File: src/rtl/txAbortPkg.sv
package txAbortPkg;
  localparam int ST_OK    = 15;
  localparam int ST_BCAST = 14;
  localparam int ST_MCAST = 13;
  localparam int ST_LATE  = 12;
  localparam int ST_DEFER = 11;
  localparam int ST_RETRY = 10;
  localparam int ST_UNDER = 9;

  typedef struct packed {
    logic clrFrame;
    logic setOk;
    logic setLate;
    logic setRetry;
    logic setDefer;
    logic setUnder;
    logic bumpColl;
    logic bumpDefer;
  } ctrlStrobes_t;
endpackage

File: src/rtl/txAbortCtrl.sv
module txAbortCtrl
  import txAbortPkg::*;
(
  input  logic         clk,
  input  logic         rstN,
  input  logic         frameStart,
  input  logic         frameEnd,
  input  logic         deferTick,
  input  logic         collision,
  input  logic         fifoUnderrun,
  input  logic         lateHit,
  input  logic         retryHit,
  input  logic         deferHit,
  input  logic         swClear,
  output ctrlStrobes_t strb,
  output logic         txHalt,
  output logic         txErrIrq
);
  logic activeQ, haltQ, irqQ;
  logic accept, evtOn, anyAbort;

  always_comb begin
    accept   = frameStart && !haltQ;
    evtOn    = activeQ && !accept;
    strb              = '0;
    strb.clrFrame     = accept;
    strb.setLate      = evtOn && collision && lateHit;
    strb.setRetry     = evtOn && collision && !lateHit && retryHit;
    strb.setDefer     = evtOn && deferTick && deferHit;
    strb.setUnder     = evtOn && fifoUnderrun;
    anyAbort          = strb.setLate || strb.setRetry || strb.setDefer || strb.setUnder;
    strb.setOk        = evtOn && frameEnd && !anyAbort;
    strb.bumpColl     = evtOn && collision && !lateHit;
    strb.bumpDefer    = evtOn && deferTick;
  end

  always_ff @(posedge clk or negedge rstN) begin
    if (!rstN) begin
      activeQ <= 1'b0;
      haltQ   <= 1'b0;
      irqQ    <= 1'b0;
    end else begin
      if (accept)                      activeQ <= 1'b1;
      else if (anyAbort || strb.setOk) activeQ <= 1'b0;
      if (anyAbort) begin
        haltQ <= 1'b1;
        irqQ  <= 1'b1;
      end else if (swClear) begin
        haltQ <= 1'b0;
        irqQ  <= 1'b0;
      end
    end
  end

  assign txHalt   = haltQ;
  assign txErrIrq = irqQ;
endmodule

File: src/rtl/txAbortDp.sv
module txAbortDp
  import txAbortPkg::*;
#(
  parameter int OFS_W      = 11,
  parameter int RETRY_W    = 4,
  parameter int DEFER_FAST = 6071,
  parameter int DEFER_SLOW = 24287
) (
  input  logic               clk,
  input  logic               rstN,
  input  ctrlStrobes_t       strb,
  input  logic [47:0]        destAddr,
  input  logic [OFS_W-1:0]   collOffset,
  input  logic [OFS_W-1:0]   cfgCollWindow,
  input  logic [RETRY_W-1:0] cfgRetryLimit,
  input  logic               cfgSpeed100,
  input  logic               cfgNoDeferAbort,
  output logic               lateHit,
  output logic               retryHit,
  output logic               deferHit,
  output logic [31:0]        statusWord
);
  localparam int COLL_W  = RETRY_W + 1;
  localparam int DEFMAX  = (DEFER_FAST > DEFER_SLOW) ? DEFER_FAST : DEFER_SLOW;
  localparam int DEFER_W = $clog2(DEFMAX + 2);
  localparam logic [DEFER_W-1:0] LIM_FAST = DEFER_W'(DEFER_FAST);
  localparam logic [DEFER_W-1:0] LIM_SLOW = DEFER_W'(DEFER_SLOW);

  logic [COLL_W-1:0]  collCnt;
  logic [DEFER_W-1:0] deferCnt;
  logic [DEFER_W-1:0] deferLim;
  logic [15:0]        statQ;
  logic               isBcast, isMcast;

  always_comb begin
    deferLim = cfgSpeed100 ? LIM_FAST : LIM_SLOW;
    lateHit  = collOffset > cfgCollWindow;
    retryHit = collCnt >= COLL_W'(cfgRetryLimit);
    deferHit = !cfgNoDeferAbort && (deferCnt >= deferLim);
    isBcast  = &destAddr;
    isMcast  = destAddr[40] && !isBcast;
  end

  always_ff @(posedge clk or negedge rstN) begin
    if (!rstN) begin
      collCnt  <= '0;
      deferCnt <= '0;
    end else if (strb.clrFrame) begin
      collCnt  <= '0;
      deferCnt <= '0;
    end else begin
      if (strb.bumpColl && !(&collCnt))   collCnt  <= collCnt + 1'b1;
      if (strb.bumpDefer && !(&deferCnt)) deferCnt <= deferCnt + 1'b1;
    end
  end

  always_ff @(posedge clk or negedge rstN) begin
    if (!rstN) begin
      statQ <= '0;
    end else if (strb.clrFrame) begin
      statQ           <= '0;
      statQ[ST_BCAST] <= isBcast;
      statQ[ST_MCAST] <= isMcast;
    end else begin
      if (strb.setOk)    statQ[ST_OK]    <= 1'b1;
      if (strb.setLate)  statQ[ST_LATE]  <= 1'b1;
      if (strb.setDefer) statQ[ST_DEFER] <= 1'b1;
      if (strb.setRetry) statQ[ST_RETRY] <= 1'b1;
      if (strb.setUnder) statQ[ST_UNDER] <= 1'b1;
    end
  end

  assign statusWord = {16'h0000, statQ};
endmodule

File: src/rtl/txAbortMon.sv
module txAbortMon
  import txAbortPkg::*;
#(
  parameter int OFS_W      = 11,
  parameter int RETRY_W    = 4,
  parameter int DEFER_FAST = 6071,
  parameter int DEFER_SLOW = 24287
) (
  input  logic               clk,
  input  logic               rstN,
  input  logic               frameStart,
  input  logic               frameEnd,
  input  logic               nibbleTick,
  input  logic               carrierSense,
  input  logic               collision,
  input  logic [OFS_W-1:0]   collOffset,
  input  logic               fifoUnderrun,
  input  logic [47:0]        destAddr,
  input  logic [OFS_W-1:0]   cfgCollWindow,
  input  logic [RETRY_W-1:0] cfgRetryLimit,
  input  logic               cfgSpeed100,
  input  logic               cfgNoDeferAbort,
  input  logic               swClear,
  output logic [31:0]        statusWord,
  output logic               txErrIrq,
  output logic               txHalt
);
  ctrlStrobes_t strb;
  logic lateHit, retryHit, deferHit;

  txAbortCtrl u_ctrl (
    .clk(clk), .rstN(rstN), .frameStart(frameStart), .frameEnd(frameEnd),
    .deferTick(nibbleTick && carrierSense), .collision(collision),
    .fifoUnderrun(fifoUnderrun), .lateHit(lateHit), .retryHit(retryHit),
    .deferHit(deferHit), .swClear(swClear), .strb(strb),
    .txHalt(txHalt), .txErrIrq(txErrIrq)
  );

  txAbortDp #(
    .OFS_W(OFS_W), .RETRY_W(RETRY_W),
    .DEFER_FAST(DEFER_FAST), .DEFER_SLOW(DEFER_SLOW)
  ) u_dp (
    .clk(clk), .rstN(rstN), .strb(strb), .destAddr(destAddr),
    .collOffset(collOffset), .cfgCollWindow(cfgCollWindow),
    .cfgRetryLimit(cfgRetryLimit), .cfgSpeed100(cfgSpeed100),
    .cfgNoDeferAbort(cfgNoDeferAbort), .lateHit(lateHit),
    .retryHit(retryHit), .deferHit(deferHit), .statusWord(statusWord)
  );
endmodule

File: config.mk
export PLATFORM = sky130hd
export DESIGN_NAME = txAbortMon
export DESIGN_NICKNAME = d
export VERILOG_FILES = /design/src/rtl/txAbortPkg.sv /design/src/rtl/txAbortCtrl.sv /design/src/rtl/txAbortDp.sv /design/src/rtl/txAbortMon.sv
export SDC_FILE = /design/constraint.sdc
export NUM_CORES = 1
export LEC_CHECK = 0
export ABC_AREA = 1
export BUFFER_PORTS_ARGS = -buffer_cell sky130_fd_sc_hd__buf_2
export CAP_MARGIN = 20
export CELL_PAD_IN_SITES_DETAIL_PLACEMENT = 1
export CELL_PAD_IN_SITES_GLOBAL_PLACEMENT = 2
export CORE_MARGIN = 5
export CORE_UTILIZATION = 22
export DETAILED_ROUTE_END_ITERATION = 7
export PLACE_DENSITY_LB_ADDON = 0.08
export SLEW_MARGIN = 10
export SYNTH_ARGS = -nofsm -noshare
export SYNTH_HDL_FRONTEND = slang
export SYNTH_SLANG_ARGS = --single-unit
File: constraint.sdc
create_clock -name clk -period 1.6 [get_ports clk]
set_input_delay 0.16 -clock clk [delete_from_list [all_inputs] [get_ports clk]]
set_output_delay 0.16 -clock clk [all_outputs]
set_load 0.05 [all_outputs]
==> metrics.yaml <==
yosysWarnings: 0
vias: 2726
p_int_w: 0.002049
drt_iter0_markers: 69
hold_violations: 0
netlist_area_sq_um: 2514
setup_viol: 0
antenna_found_initial: 0
grt_max_degree: 22
dr.pass1.iters: 4
arrival_ps: 1690
num_rows: 39
fmax_mhz: 653.8
met3_length_microns: 623
detail_route.drc_violations: 0
antennaDiodeCount: 0
fillers: 1430
io_buffer_count: 93
htree_levels: 2
regArea_sq_um: 730.7
setup_slack_ps: 70.40
cts_buffers: 5
cp-start-kind: "register"
crit_type: "register to register"
powerDensity_nw_per_um2: 934.5
clk_latency_ps: 270
antenna_left: 0
finish.utilization_pct: 32.84
clockRootBuffer: "clkbuf_16"
async_flop_share_pct: 100.0
crit_family: "flip-flops"
path_max_fanout: 5
drive_above_1_share_pct: 37.83
critPathMaxStageDelay_ps: 460
cp_num_buf_inv: 0
rsz0062_at_grt: "true"
yosysUniqueCellTypes: 33
io-pin-count: 119
die_w_microns: 116.9
initial_core_util_pct: 22.20
synth.avg_cell_area_sq_um: 7.141
core_sq_um: 11320
dpl.hpwl_microns: 6758
p_sw_w: 0.001425
end_kind: "register"
wl_met2_microns: 4028
p_seq_share_pct: 28.1
pre_cts_ws_ps: -169.9
grt.total_usage_pct: 12.26
finalCriticalPeriod_ps: 1530
ys_seq_area_share_pct: 28.87
required_ps: 1760
cts_tree: "built"
p_sw_share_pct: 41.01
drv_slew: 0
nets: 597
wl_per_cell_microns: 12.97
synth_edf_count: 0
synthFlopType: "dfrtp_1"
ys_ff_latch: 29
grt_pass1_vias: 2899
die_h_microns: 116.9
multiInputGateArea_sq_um: 1643
skew_ps: 2.901
cp_cell_sequence: "ha_4 > nand4_1 > o21bai_1 > nor2_2 > a21oi_4 > nor2_4 > nand3_2 > nand2_1"
top_layer: "met4"
ir_worst_vdd_mv: 0.3501
maxCapViolCount: 0
fin_crit_sh_pct: 95.60
hold_class: "input pin to register"
cts_buffer_depth: 2
p_clk_share_pct: 27.0
via_per_inst: 4.313
leakagePower_nw: 2.049
status: "completed"
grt_pass1_wl_microns: 13310
crit_slowest_cell: "dfrtp_2"
die_area_sq_um: 13660
layout-area-overhead-vs-synth_pct: 47.88
combinationalPowerShare_pct: 44.9
synthesis.instances: 352
clock_sinks: 29
clkTransAtPathRegs_ps: 50
overflow: 0
place_congestion: 0.7761
routed_wl_microns: 8196
p_total_w: 0.003474
met1_length_microns: 3471
worst reg2reg max path, stage by stage, from the launching register on:
cell and delay (ps):
dfrtp_2 460, ha_4 290, nand4_1 100, o21bai_1 180, nor2_2 70, a21oi_4 170
nor2_4 60, nand3_2 50, nand2_1 50
what timing repair did:
item	CTS	global route
gates resized for setup	15	37
hold buffers	1	0
pin swaps	8	10
endpoints found under the hold margin	18	0
setup endpoints to repair	18	24
gates cloned	0	1
buffers inserted	1	0
logic make-up (layout without fill, tap and decap cells):
| kind of cell | count (synthesis) | in the layout | share of synthesized area [%] |
|---|---|---|---|
| flops | 29 | 29 | 28.87 |
| fa+ha+maj | 24 | 24 | 11.95 |
| buf+inv | 82 | 195 | 16.48 |
| simple gates | 186 | 186 | 33.75 |
| compound gates | 20 | 20 | 5.326 |
| xor+xnor | 10 | 10 | 3.485 |
| other cells | 1 | 25 | 0.1492 |
metrics by stage:
stage | cells | instance area, sq um | TNS (ps) | hold WS, ps
6_report | 632 | 3717 | 0 | 112.9
5_1_grt | 632 | 3717 | -133.5 | 114.9
4_1_cts | 631 | 3598 | 0 | 119.9
3_5_place_dp | 622 | 3363 | -1014 | 165.7
3_3_place_gp | 622 | 3363 | -592.8 | 158.0
2_1_floorplan | 376 | 2615 | 0 | -135.6
final cells by class:
cell class | instances | share of cell area, %
sequential | 29 | 19.66
inverter | 52 | 5.251
clock buffer | 8 | 3.938
multi-input combinational | 265 | 44.19
timing repair buffer | 135 | 22.15
tap | 143 | 4.813
power groups by stage:
stage / combinational [W] / clock [W] / sequential, W
floorplan: 0.000745 / 0 / 0.00118
global placement: 0.00145 / 0 / 0.000979
detailed placement: 0.00148 / 0 / 0.000985
CTS: 0.00152 / 0.000975 / 0.000974
global route: 0.00172 / 0.00101 / 0.000998
finish: 0.00156 / 0.000937 / 0.000977
path summary, 6_finish.rpt:
kind / startpoint / end / slack [ps] / cells after the start
setup reg to reg: u_dp.deferCnt[3]$_DFFE_PN0P_ / u_ctrl.activeQ$_DFFE_PN0P_ / 70 / 8
hold reg to reg: u_dp.statQ[13]$_DFFE_PN0P_ / u_dp.statQ[13]$_DFFE_PN0P_ / 480 / 2
hold / removal: swClear / u_ctrl.txHalt$_DFFE_PN0P_ / 110 / 2
min in group asynchronous: rstN / u_dp.deferCnt[4]$_DFFE_PN0P_ / 380 / 2
max in group asynchronous: rstN / u_dp.statQ[14]$_DFFE_PN0P_ / 720 / 3
setup / recovery: u_dp.deferCnt[3]$_DFFE_PN0P_ / u_ctrl.activeQ$_DFFE_PN0P_ / 70 / 8
cell usage after synthesis, types with 5 or more instances:
library cell	n	share of area, %
nand2_1	96	14
inv_1	51	7.6
dfrtp_1	29	29
nor2_1	28	4.2
buf_4	26	7.8
ha_1	24	12
nand3_1	23	4.6
nand4_1	18	4.5
nand3b_1	9	2.7
xor2_1	8	2.8
o21ai_0	7	1.4
a21oi_1	5	1.0
sequential cells by signal, summed over array words and instances (netlist names):
name,cells
u_ctrl.activeQ,1
u_dp.statQ,7
u_dp.collCnt,5
u_ctrl.txHalt,1
u_dp.deferCnt,15
routing by layer:
metal	track usage [%]	vias up
met5	0	-
met2	21.81	99
met1	15.13	1269
met3	2.879	6
met4	2.523	0
li1	-	1352
layout by cell type (no fill, tap or decap), types with 3 or more instances in the layout:
| cell type | Yosys | final |
|---|---|---|
| inv_1 | 51 | 48 |
| o21ai_1 | 0 | 4 |
| xor2_1 | 8 | 8 |
| nand2_1 | 96 | 91 |
| buf_2 | 1 | 93 |
| nand4_1 | 18 | 18 |
| conb_1 | 1 | 25 |
| ha_4 | 0 | 5 |
| o21ai_0 | 7 | 3 |
| nor4_1 | 3 | 3 |
| a21oi_1 | 5 | 4 |
| inv_2 | 0 | 4 |
| buf_4 | 26 | 35 |
| nand2_2 | 0 | 3 |
| nor2_2 | 1 | 7 |
| dfrtp_1 | 29 | 25 |
| ha_1 | 24 | 17 |
| clkbuf_16 | 0 | 5 |
| dfrtp_2 | 0 | 4 |
| nand3_1 | 23 | 15 |
| nor2_1 | 28 | 21 |
| buf_6 | 1 | 4 |
| nand3b_1 | 9 | 9 |
| nand3_2 | 0 | 8 |
Note: power is estimated with default switching activity, not from simulation.
